<file path="src/rtl/dtk_pkg.sv">
package dtk_pkg;
  typedef enum logic [2:0] {
    OP_NOP  = 3'd0,
    OP_SETP = 3'd1,
    OP_CLRP = 3'd2,
    OP_INS  = 3'd3,
    OP_REM  = 3'd4,
    OP_POP  = 3'd5,
    OP_CLR  = 3'd6
  } dtk_op_e;
endpackage

</file>
<file path="src/rtl/dtk_free_stack.sv">
module dtk_free_stack #(
  parameter int NNODE = 16,
  parameter int IDX_W = 4
) (
  input  logic             clk,
  input  logic             rst_n,
  input  logic             clear,
  input  logic             push,
  input  logic [IDX_W-1:0] push_idx,
  input  logic             pop,
  output logic [IDX_W-1:0] top_idx,
  output logic             empty
);
  localparam int CNT_W = $clog2(NNODE + 1);

  logic [IDX_W-1:0] stk [NNODE];
  logic [CNT_W-1:0] cnt_q, cnt_d;

  always_comb begin
    cnt_d = cnt_q;
    if (clear)     cnt_d = CNT_W'(NNODE);
    else if (push) cnt_d = cnt_q + CNT_W'(1);
    else if (pop)  cnt_d = cnt_q - CNT_W'(1);
  end

  always_ff @(posedge clk or negedge rst_n) begin
    if (!rst_n) cnt_q <= CNT_W'(NNODE);
    else        cnt_q <= cnt_d;
  end

  for (genvar i = 0; i < NNODE; i++) begin : g_slot
    logic [IDX_W-1:0] slot_q;
    always_ff @(posedge clk or negedge rst_n) begin
      if (!rst_n)                              slot_q <= IDX_W'(i);
      else if (clear)                          slot_q <= IDX_W'(i);
      else if (push && (cnt_q == CNT_W'(i)))   slot_q <= push_idx;
    end
    assign stk[i] = slot_q;
  end

  assign top_idx = stk[IDX_W'(cnt_q - CNT_W'(1))];
  assign empty   = (cnt_q == '0);
endmodule

</file>
<file path="src/rtl/dtk_node_mem.sv">
module dtk_node_mem #(
  parameter int NNODE = 16,
  parameter int IDX_W = 4,
  parameter int PTR_W = 5,
  parameter int TAG_W = 6
) (
  input  logic             clk,
  input  logic             we_tag,
  input  logic             we_next,
  input  logic [IDX_W-1:0] wr_idx,
  input  logic [TAG_W-1:0] wr_tag,
  input  logic [PTR_W-1:0] wr_next,
  input  logic [IDX_W-1:0] rd_idx,
  output logic [TAG_W-1:0] rd_tag,
  output logic [PTR_W-1:0] rd_next
);
  logic [TAG_W-1:0] tag_mem  [NNODE];
  logic [PTR_W-1:0] next_mem [NNODE];

  always_ff @(posedge clk) begin
    if (we_tag)  tag_mem[wr_idx]  <= wr_tag;
    if (we_next) next_mem[wr_idx] <= wr_next;
  end

  assign rd_tag  = tag_mem[rd_idx];
  assign rd_next = next_mem[rd_idx];
endmodule

</file>
<file path="src/rtl/dtk_reg_table.sv">
module dtk_reg_table #(
  parameter int NREG   = 8,
  parameter int RIDX_W = 3,
  parameter int PTR_W  = 5,
  parameter int TAG_W  = 6,
  parameter int NIL    = 16
) (
  input  logic              clk,
  input  logic              rst_n,
  input  logic              clear,
  input  logic              we_head,
  input  logic [RIDX_W-1:0] head_reg,
  input  logic [PTR_W-1:0]  head_val,
  output logic [PTR_W-1:0]  head_out,
  input  logic              set_prod,
  input  logic              clr_prod,
  input  logic [RIDX_W-1:0] prod_reg,
  input  logic [TAG_W-1:0]  prod_tag,
  input  logic [RIDX_W-1:0] rd_reg,
  output logic              rd_valid,
  output logic [TAG_W-1:0]  rd_tag,
  output logic [NREG-1:0]   empty_vec
);
  logic [PTR_W-1:0] head_arr [NREG];
  logic             pv_arr   [NREG];
  logic [TAG_W-1:0] pt_arr   [NREG];

  for (genvar r = 0; r < NREG; r++) begin : g_reg
    logic [PTR_W-1:0] head_q;
    logic             pv_q;
    logic [TAG_W-1:0] pt_q;
    logic             hit_h, hit_p;

    assign hit_h = we_head && (head_reg == RIDX_W'(r));
    assign hit_p = (prod_reg == RIDX_W'(r));

    always_ff @(posedge clk or negedge rst_n) begin
      if (!rst_n) begin
        head_q <= PTR_W'(NIL);
        pv_q   <= 1'b0;
      end else begin
        if (clear)      head_q <= PTR_W'(NIL);
        else if (hit_h) head_q <= head_val;
        if (clear)                 pv_q <= 1'b0;
        else if (set_prod && hit_p) pv_q <= 1'b1;
        else if (clr_prod && hit_p) pv_q <= 1'b0;
      end
    end

    always_ff @(posedge clk) begin
      if (set_prod && hit_p) pt_q <= prod_tag;
    end

    assign head_arr[r]  = head_q;
    assign pv_arr[r]    = pv_q;
    assign pt_arr[r]    = pt_q;
    assign empty_vec[r] = (head_q == PTR_W'(NIL));
  end

  assign head_out = head_arr[head_reg];
  assign rd_valid = pv_arr[rd_reg];
  assign rd_tag   = pt_arr[rd_reg];
endmodule

</file>
<file path="src/rtl/dtk_dep_tracker.sv">
module dtk_dep_tracker #(
  parameter int NREG  = 8,
  parameter int NNODE = 16,
  parameter int TAG_W = 6,
  parameter int CNT_W = 16
) (
  input  logic                      clk,
  input  logic                      rst_n,
  input  logic                      cmd_valid,
  input  logic [2:0]                cmd_op,
  input  logic [$clog2(NREG)-1:0]   cmd_reg,
  input  logic [TAG_W-1:0]          cmd_tag,
  output logic                      busy,
  output logic                      pool_full,
  output logic                      pop_ack,
  output logic                      pop_hit,
  output logic [TAG_W-1:0]          pop_tag,
  output logic                      rm_done,
  output logic                      rm_err,
  input  logic [$clog2(NREG)-1:0]   rd_reg,
  output logic                      rd_prod_valid,
  output logic [TAG_W-1:0]          rd_prod_tag,
  output logic [NREG-1:0]           reg_empty,
  output logic                      all_empty,
  output logic [CNT_W-1:0]          visit_cnt,
  output logic [CNT_W-1:0]          removed_cnt
);
  import dtk_pkg::*;

  localparam int RIDX_W = $clog2(NREG);
  localparam int IDX_W  = $clog2(NNODE);
  localparam int PTR_W  = IDX_W + 1;
  localparam logic [PTR_W-1:0] NIL = PTR_W'(NNODE);

  dtk_op_e op;
  assign op = dtk_op_e'(cmd_op);

  // walker state
  logic              busy_q, busy_d;
  logic [RIDX_W-1:0] rm_reg_q, rm_reg_d;
  logic [TAG_W-1:0]  rm_tag_q, rm_tag_d;
  logic [PTR_W-1:0]  rm_prev_q, rm_prev_d;
  logic [PTR_W-1:0]  rm_cur_q, rm_cur_d;
  logic [CNT_W-1:0]  vis_q, vis_d, rem_q, rem_d;
  logic              pop_ack_d, pop_hit_d, rm_done_d, rm_err_d, tag_en;
  logic              pop_ack_q, pop_hit_q, rm_done_q, rm_err_q;
  logic [TAG_W-1:0]  pop_tag_q;

  // datapath controls
  logic              clear_all, set_prod, clr_prod, we_head;
  logic [PTR_W-1:0]  head_val, rd_head;
  logic [RIDX_W-1:0] tbl_reg;
  logic              nm_we_tag, nm_we_next;
  logic [IDX_W-1:0]  nm_wr_idx, nm_rd_idx;
  logic [PTR_W-1:0]  nm_wr_next, rd_next;
  logic [TAG_W-1:0]  rd_tag;
  logic              fs_push, fs_pop, fs_empty;
  logic [IDX_W-1:0]  fs_push_idx, fs_top;

  assign tbl_reg   = busy_q ? rm_reg_q : cmd_reg;
  assign nm_rd_idx = busy_q ? IDX_W'(rm_cur_q) : IDX_W'(rd_head);

  dtk_reg_table #(
    .NREG(NREG), .RIDX_W(RIDX_W), .PTR_W(PTR_W), .TAG_W(TAG_W), .NIL(NNODE)
  ) u_tbl (
    .clk(clk), .rst_n(rst_n), .clear(clear_all),
    .we_head(we_head), .head_reg(tbl_reg), .head_val(head_val), .head_out(rd_head),
    .set_prod(set_prod), .clr_prod(clr_prod), .prod_reg(cmd_reg), .prod_tag(cmd_tag),
    .rd_reg(rd_reg), .rd_valid(rd_prod_valid), .rd_tag(rd_prod_tag),
    .empty_vec(reg_empty)
  );

  dtk_node_mem #(
    .NNODE(NNODE), .IDX_W(IDX_W), .PTR_W(PTR_W), .TAG_W(TAG_W)
  ) u_nodes (
    .clk(clk), .we_tag(nm_we_tag), .we_next(nm_we_next), .wr_idx(nm_wr_idx),
    .wr_tag(cmd_tag), .wr_next(nm_wr_next), .rd_idx(nm_rd_idx),
    .rd_tag(rd_tag), .rd_next(rd_next)
  );

  dtk_free_stack #(
    .NNODE(NNODE), .IDX_W(IDX_W)
  ) u_free (
    .clk(clk), .rst_n(rst_n), .clear(clear_all), .push(fs_push),
    .push_idx(fs_push_idx), .pop(fs_pop), .top_idx(fs_top), .empty(fs_empty)
  );

  always_comb begin
    busy_d    = busy_q;
    rm_reg_d  = rm_reg_q;
    rm_tag_d  = rm_tag_q;
    rm_prev_d = rm_prev_q;
    rm_cur_d  = rm_cur_q;
    vis_d     = vis_q;
    rem_d     = rem_q;
    pop_ack_d = 1'b0;
    pop_hit_d = 1'b0;
    tag_en    = 1'b0;
    rm_done_d = 1'b0;
    rm_err_d  = 1'b0;
    clear_all = 1'b0;
    set_prod  = 1'b0;
    clr_prod  = 1'b0;
    we_head   = 1'b0;
    head_val  = rd_next;
    nm_we_tag  = 1'b0;
    nm_we_next = 1'b0;
    nm_wr_idx  = fs_top;
    nm_wr_next = rd_head;
    fs_push     = 1'b0;
    fs_pop      = 1'b0;
    fs_push_idx = IDX_W'(rd_head);
    if (busy_q) begin
      vis_d = vis_q + CNT_W'(1);
      if (rd_tag == rm_tag_q) begin
        if (rm_prev_q == NIL) begin
          we_head = 1'b1;
        end else begin
          nm_we_next = 1'b1;
          nm_wr_idx  = IDX_W'(rm_prev_q);
          nm_wr_next = rd_next;
        end
        fs_push     = 1'b1;
        fs_push_idx = IDX_W'(rm_cur_q);
        rem_d       = rem_q + CNT_W'(1);
        busy_d      = 1'b0;
        rm_done_d   = 1'b1;
      end else if (rd_next == NIL) begin
        busy_d    = 1'b0;
        rm_done_d = 1'b1;
        rm_err_d  = 1'b1;
      end else begin
        rm_prev_d = rm_cur_q;
        rm_cur_d  = rd_next;
      end
    end else if (cmd_valid) begin
      case (op)
        OP_SETP: set_prod = 1'b1;
        OP_CLRP: clr_prod = 1'b1;
        OP_INS: begin
          if (!fs_empty) begin
            fs_pop     = 1'b1;
            nm_we_tag  = 1'b1;
            nm_we_next = 1'b1;
            we_head    = 1'b1;
            head_val   = {1'b0, fs_top};
          end
        end
        OP_POP: begin
          pop_ack_d = 1'b1;
          if (rd_head != NIL) begin
            pop_hit_d = 1'b1;
            tag_en    = 1'b1;
            we_head   = 1'b1;
            fs_push   = 1'b1;
          end
        end
        OP_REM: begin
          if (rd_head == NIL) begin
            rm_done_d = 1'b1;
          end else begin
            busy_d    = 1'b1;
            rm_reg_d  = cmd_reg;
            rm_tag_d  = cmd_tag;
            rm_prev_d = NIL;
            rm_cur_d  = rd_head;
          end
        end
        OP_CLR: begin
          clear_all = 1'b1;
          vis_d     = '0;
          rem_d     = '0;
        end
        default: ;
      endcase
    end
  end

  always_ff @(posedge clk or negedge rst_n) begin
    if (!rst_n) begin
      busy_q    <= 1'b0;
      vis_q     <= '0;
      rem_q     <= '0;
      pop_ack_q <= 1'b0;
      pop_hit_q <= 1'b0;
      rm_done_q <= 1'b0;
      rm_err_q  <= 1'b0;
    end else begin
      busy_q    <= busy_d;
      vis_q     <= vis_d;
      rem_q     <= rem_d;
      pop_ack_q <= pop_ack_d;
      pop_hit_q <= pop_hit_d;
      rm_done_q <= rm_done_d;
      rm_err_q  <= rm_err_d;
    end
  end

  always_ff @(posedge clk) begin
    rm_reg_q  <= rm_reg_d;
    rm_tag_q  <= rm_tag_d;
    rm_prev_q <= rm_prev_d;
    rm_cur_q  <= rm_cur_d;
    if (tag_en) pop_tag_q <= rd_tag;
  end

  assign busy        = busy_q;
  assign pool_full   = fs_empty;
  assign pop_ack     = pop_ack_q;
  assign pop_hit     = pop_hit_q;
  assign pop_tag     = pop_tag_q;
  assign rm_done     = rm_done_q;
  assign rm_err      = rm_err_q;
  assign all_empty   = &reg_empty;
  assign visit_cnt   = vis_q;
  assign removed_cnt = rem_q;
endmodule

</file>
<file path="config.mk">
export PLATFORM = sky130hd
export DESIGN_NAME = dtk_dep_tracker
export DESIGN_NICKNAME = d
export VERILOG_FILES = /design/src/rtl/dtk_pkg.sv /design/src/rtl/dtk_free_stack.sv /design/src/rtl/dtk_node_mem.sv /design/src/rtl/dtk_reg_table.sv /design/src/rtl/dtk_dep_tracker.sv
export SDC_FILE = /design/constraint.sdc
export NUM_CORES = 1
export LEC_CHECK = 0
export BUFFER_PORTS_ARGS = -buffer_cell sky130_fd_sc_hd__clkbuf_2
export CAP_MARGIN = 40
export CORE_MARGIN = 2
export CORE_UTILIZATION = 39
export CTS_CLUSTER_DIAMETER = 120
export CTS_CLUSTER_SIZE = 12
export DETAILED_ROUTE_END_ITERATION = 16
export PLACE_DENSITY_LB_ADDON = 0.05
export SYNTH_ARGS = -nofsm -noshare
export SYNTH_HDL_FRONTEND = slang
export SYNTH_SLANG_ARGS = --single-unit
</file>
<file path="constraint.sdc">
create_clock -name clk -period 11.76 [get_ports clk]
set_input_delay 1.764 -clock clk [delete_from_list [all_inputs] [get_ports clk]]
set_output_delay 1.764 -clock clk [all_outputs]
set_load 0.03 [all_outputs]
</file>
Yosys cells after proc, flatten, opt, wreduce, memory -nomap -nowiden:

Memory sizes are Yosys's and may differ from the RTL's.
Index checks and enable logic that the tools add are counted.

* bits in writable memories: 176
* bits of input ports: 18
* output and inout bits: 60
* register bits after elaboration: 227
* logic and storage cells: 369
* memories kept: 2

* multiplexer cells: 166
* magnitude comparators: 3
* add/subtract/negate cells: 4
* bitwise logic cells: 5
* reduce and logical (&&, ||, !) cells: 84
* equality and inequality tests: 52

Memory list
* u_nodes.tag_mem: words 16, width 6, rd ports 1, clocked after memory_dff 0, wr ports 1, line dtk_node_mem.sv:17 `logic [TAG_W-1:0] tag_mem [NNODE];`
* u_nodes.next_mem: words 16, width 5, rd ports 1, clocked after memory_dff 0, wr ports 1, line dtk_node_mem.sv:18 `logic [PTR_W-1:0] next_mem [NNODE];`

Operator list (number)
* $mux 5: 40
* $mux 4: 40
* $mux 16: 5
* $mux 1: 73
* $eq 5x5->1 const B: 11
* $reduce_bool 2->1: 27
* $eq 5x4->1 const B: 8
* $logic_and 1x1->1: 40
* $eq 3x3->1 const B: 11
* $add 16x1->16 const B: 2
* $reduce_bool 3->1: 9
* $eq 5x3->1 const B: 4
* $bmux 6 s3: 1
* $eq 3x2->1 const B: 6
* $bmux 4 s4: 1
* $bmux 5 s3: 1
* $mux 6: 2
* $eq 5x2->1 const B: 2
* $eq 3x1->1 const B: 3
* $ge 4x4->1 const B: 2
* $not 3->4: 2
* $reduce_and 8->1: 1
* $eq 6x6->1: 1
* $logic_not 3->1: 2
* 17 further kinds: 20

Logic depth before layout (Yosys ltp):

* word-level depth: 13
* depth in mapped cells: 20
* mapped depth without buffers: 12

By module:

Synthesis repeated with hierarchy kept, for this count alone.

* cells, all modules: 1308
* area total of the unflattened synthesis: 18590.3 µm²

By module, submodules not included
* dtk_node_mem: sequential area each 5285.1 µm², area each 6919.1 µm², cells each 319, instances 1
* dtk_reg_table: sequential area each 2652.5 µm², area each 4456.8 µm², cells each 302, instances 1
* dtk_free_stack: sequential area each 1767.9 µm², area each 3796.1 µm², cells each 373, instances 1
* dtk_dep_tracker: sequential area each 1676.6 µm², area each 3418.3 µm², cells each 314, instances 1

Worst setup path after synthesis:

Ideal clock, no wire load.

* kind: input-to-reg
* start point: in cmd_reg[1]
* end point: mem u_nodes.next_mem[2][0], enable pin
* slack: 5784 ps
* setup time: 377 ps
* arrival time: 5599 ps
* buffers on the path: 4
* data required time: 11383 ps
* stages: 16
* path through: buf_2 -> buf_2 -> nor3b_1 -> a32o_1 -> a2111o_1 -> o221ai_4 -> buf_4 -> mux2i_1 -> mux2i_1 -> a32oi_1 -> o31ai_1 -> nor4b_2 -> nand2_2 -> buf_2 -> o311a_1 -> a221oi_1

* cells in the longest elaborated chain, start to end: 12
* elaborated cells between the ends (all ways): 14
* those cells by class: eq/ne (1); mux (11); bitwise (1); memory (1)

RTL lines
* from (decl): line dtk_dep_tracker.sv:11 `input logic [$clog2(NREG)-1:0] cmd_reg,`
* $mux 3 *: line dtk_dep_tracker.sv:60 `assign tbl_reg = busy_q ? rm_reg_q : cmd_reg;`
* $not 3->4 (not written as such) *: line dtk_reg_table.sv:60 `assign head_out = head_arr[head_reg];`
* $bmux 5 s3 *: line dtk_reg_table.sv:60
* $mux 5 (not written as such) * (2 in series): line dtk_reg_table.sv:60
* $mux 4 *: line dtk_dep_tracker.sv:61 `assign nm_rd_idx = busy_q ? IDX_W'(rm_cur_q) : IDX_W'(rd_head);`
* $mem_v2 16x6 *
* $eq 6x6->1 *: line dtk_dep_tracker.sv:115 `if (rd_tag == rm_tag_q) begin`
* $mux 1: line dtk_dep_tracker.sv:115
* $mux 1: line dtk_dep_tracker.sv:113 `if (busy_q) begin`
* $mux 1: line dtk_node_mem.sv:22 `if (we_next) next_mem[wr_idx] <= wr_next;`
* $mux 1 (not written as such): line dtk_node_mem.sv:22
* to (decl): line dtk_node_mem.sv:18

Mark *: on every way between the ends. The rest lies on a longest branch, timed or not. The select of a mux whose other input is x is not followed.

Worst setup path in the final report:

* start point: in cmd_reg[1]
* end point: mem u_nodes.next_mem[2][1], enable pin

The elaborated chain is that of the path after synthesis.

==> results.yml <==
finish:
  register_area_um2: 11380
  multi_input_area_um2: 7500
  mostFrequentLayoutCell: "edfxtp_1"
  layout_common_cells: "edfxtp_1 (249), nand2_1 (200), dfrtp_1 (112)"
  instances_no_fill: 2327
  final_util_pct: 44.04
  antenna_cells: 0
  area_growth_pct: 11.05
  n_fill_cell: 4614
  fin_nets: 1674
  drive_gt1_share_pct: 17.20
setup_path:
  cp-end-kind: "flip-flop"
  cp.arrival_ns: 7.65
  cp-start-kind: "primary input"
  cpPeakStageDelay_ns: 0.83
  path_class: "in -> reg"
  worstPathCellList: "clkbuf_2, nand2b_1, o22ai_1, a2111o_1, o221ai_4, buf_4, mux2i_1, nor2_1, nor4_1, o31ai_1, nor4b_2, nand2_2, o311a_1, a221oi_1"
  critPathTopFamily: "compound AO/OA/AOI/OAI gates"
  path_max_fanout: 79
  path_buf_inv: 2
  required_ns: 11.94
  slowest_stage: "nor4b_2"
timing:
  worstMarginPinSlew_ns: 0.9045
  finalWorstSetupSlack_ns: 4.286
  min_period_over_period_pct: 63.55
  hold_violations: 0
  rsz0062_at_grt: "false"
  clock.fmax_mhz: 133.8
  setup_viol: 0
  finalCriticalPeriod_ns: 7.474
  final.setup.tns_ns: 0
  finClkSkew_ns: 0.02942
  drv_slew: 0
  slew-limit-headroom_pct: 39.55
synthesis:
  postSynthAreaPerCell_um2: 12.15
  ys_types: 84
  synth_simple_gate_area_share_pct: 13.43
  synth-edff-count: 249
  ys_warn_count: 0
  ys.flop_type: "edfxtp_1"
  synth_seq_cells: 403
  yosysSeqAreaShare_pct: 58.52
  synthXorXnorAreaFrac_pct: 0.3152
  synthesis.area_um2: 19450
  netlist_instances: 1601
  synthAdderAreaFrac_pct: 0.5146
  synth_top_family_by_area: "simple AND/OR/NAND/NOR gates"
  synth_compound_area_share_pct: 13.15
  async_reset_ff_share_pct: 38.21
  synthMuxAreaShare_pct: 10.92
  syn_nets: 1627
grt:
  grt_pass1_vias: 13790
  track_usage_pct: 22.55
  grtUsageMet3_pct: 2.543
  grt.busiest_layer: "met2"
  grt-ovfl-total: 0
  grtUsageMet1_pct: 32.53
  antenna_found_initial: 0
  grt_max_degree: 80
  grt_pass1_wl_um: 87420
  met2_usage_pct: 35.90
clock_network:
  clockBufferDepth: 3
  holdBufCountCts: 0
  cts_root_buf: "clkbuf_16"
  clk_pin_slew_ns: 0.06
  cts_resized: 0
  htree_levels: 2
  clock_sinks: 403
  cts_tree: "yes"
  post_cts_buffers: 0
  numCtsBuffers: 39
  insertion_delay_ns: 0.58
detailed_routing:
  dr.first_iter.drc_count: 1065
  wl_per_cell_um: 24.58
  first_pass_iters: 5
  drtAntennaViolNets: 0
  via_per_inst: 5.837
  wirelength_um: 57200
  vias: 13580
  drc: 0
floorplan:
  initial_core_util_pct: 39.65
  fp.coreArea_um2: 49050
  rows: 81
  die_h_um: 227.3
  die_x_um: 227.3
  dieArea_um2: 51680
  pin_count: 78
power_and_ir_drop:
  p_leak_uw: 0.008301
  vdd_drop_max_v: 0.0001632
  p_per_area_nw_per_um2: 257.6
place:
  pre_cts_ws_ns: 3.803
  dp.cells: 2271
  gp_congestion: 0.8767
  io_buffers: 77
  hpwl_um: 38290
hold_path:
  hold_path.class: "reg -> reg"
job:
  max_cap_violations: 0
outcome:
  status: "finished, final reports clean"
-- sequential cells by signal, indices dropped and copies added (netlist names), 3 cells and up --
signal / flops
rm_cur_q: 5
rm_prev_q: 5
pop_tag: 6
removed_cnt: 16
rm_reg_q: 3
u_tbl.g.pt_q: 48
u_free.g_slot.slot_q: 64
u_free.cnt_q: 5
u_nodes.tag_mem: 96
rm_tag_q: 6
u_tbl.g.head_q: 40
u_nodes.next_mem: 80
u_tbl.g.pv_q: 8
visit_cnt: 16
-- stage by stage --
step	instance area (um2)	power [uW]	hold slack, ns
final	21600	5565	0.4591
after global routing	21600	5860	0.4806
after CTS	21600	5602	0.4619
after detailed placement	20540	4444	0.4548
after global placement	20450	4409	0.4484
after floorplan	19450	3552	0.4380
-- power by group --
| group | internal (uW) | total [uW] | switching, uW |
|---|---|---|---|
| logic | 797 | 2460 | 1660 |
| registers | 1790 | 1970 | 181 |
| clock network | 607 | 1140 | 533 |
| total | 3190 | 5570 | 2370 |
-- per-layer routing --
| metal | vias to the layer above | routed length [um] |
|---|---|---|
| met5 | - | 0 |
| met1 | 6955 | 26980 |
| li1 | 6211 | - |
| met3 | 78 | 2224 |
| met2 | 338 | 26670 |
| met4 | 0 | 1323 |
-- kinds of logic (layout without fill, tap and decap cells) --
logic type                 count (synthesis)  after routing
AOI/OAI and AO/OA                        356            356
buffers and inverters                    143            205
DFF                                      403            403
and+or+nand+nor                          524            524
muxes                                    160            160
xor gates and xnor gates                   7              7
adders and majority gates                  8              8
-- worst reg2reg max path, cell delays in order, from the launching register on --
cell	delay, ns
dfrtp_2	0.44
buf_4	0.33
nand2_1	0.42
o22ai_1	0.25
a2111o_1	0.56
o221ai_4	0.20
buf_4	0.68
mux2i_1	0.36
nor2_1	0.06
nor4_1	0.36
o31ai_1	0.19
nor4b_2	0.83
nand2_2	0.40
o311a_1	0.59
a221oi_1	0.70
-- cell usage after synthesis, types with 13 or more instances --
| library cell | number | area [um2] |
|---|---|---|
| mux2i_1 | 103 | 1031 |
| dfstp_2 | 41 | 1077 |
| dfrtp_1 | 113 | 2828 |
| mux4_2 | 40 | 900.9 |
| a211oi_1 | 39 | 292.8 |
| nor2_1 | 67 | 251.5 |
| nor2b_1 | 18 | 112.6 |
| inv_1 | 36 | 135.1 |
| mux2_2 | 16 | 180.2 |
| o31ai_1 | 13 | 97.59 |
| nand2_1 | 200 | 750.7 |
| buf_1 | 14 | 52.55 |
| a31oi_1 | 31 | 193.9 |
| nor3_1 | 18 | 90.09 |
| clkbuf_1 | 50 | 187.7 |
| a311oi_1 | 38 | 332.8 |
| and3_1 | 32 | 200.2 |
| nor4_1 | 19 | 118.9 |
| nand3_1 | 44 | 220.2 |
| nand4_1 | 18 | 112.6 |
| edfxtp_1 | 249 | 7477 |
| a21oi_1 | 72 | 360.4 |
| nand2b_1 | 21 | 131.4 |
| buf_2 | 32 | 160.2 |
| o21ai_0 | 48 | 240.2 |
| and2_1 | 42 | 262.8 |
-- layout make-up --
| cell class | count | share of cell area (%) |
|---|---|---|
| Inverter | 37 | 0.6430 |
| Clock buffer | 52 | 4.744 |
| Multi-Input combinational cell | 1055 | 34.72 |
| Tap cell | 664 | 3.846 |
| Clock inverter | 4 | 0.1564 |
| Timing Repair Buffer | 112 | 3.192 |
| Sequential cell | 403 | 52.70 |
-- final timing paths --
kind                                            startpoint                          to  slack, ns  cells past startpoint
worst max-delay path                            cmd_reg[1]      u_nodes.next_mem[2][1]       4.29                     14
worst min-delay path            u_free.g_slot[4].slot_q[2]  u_free.g_slot[4].slot_q[2]       0.46                      2
worst max register to register                        busy      u_nodes.next_mem[2][1]       4.99                     14
worst min register to register  u_free.g_slot[4].slot_q[2]  u_free.g_slot[4].slot_q[2]       0.46                      2
max in group asynchronous                            rst_n                     pop_hit       9.50                      2
min in group asynchronous                            rst_n    u_tbl.g_reg[7].head_q[2]       1.08                      1
Power figures use the tool's default switching activity.
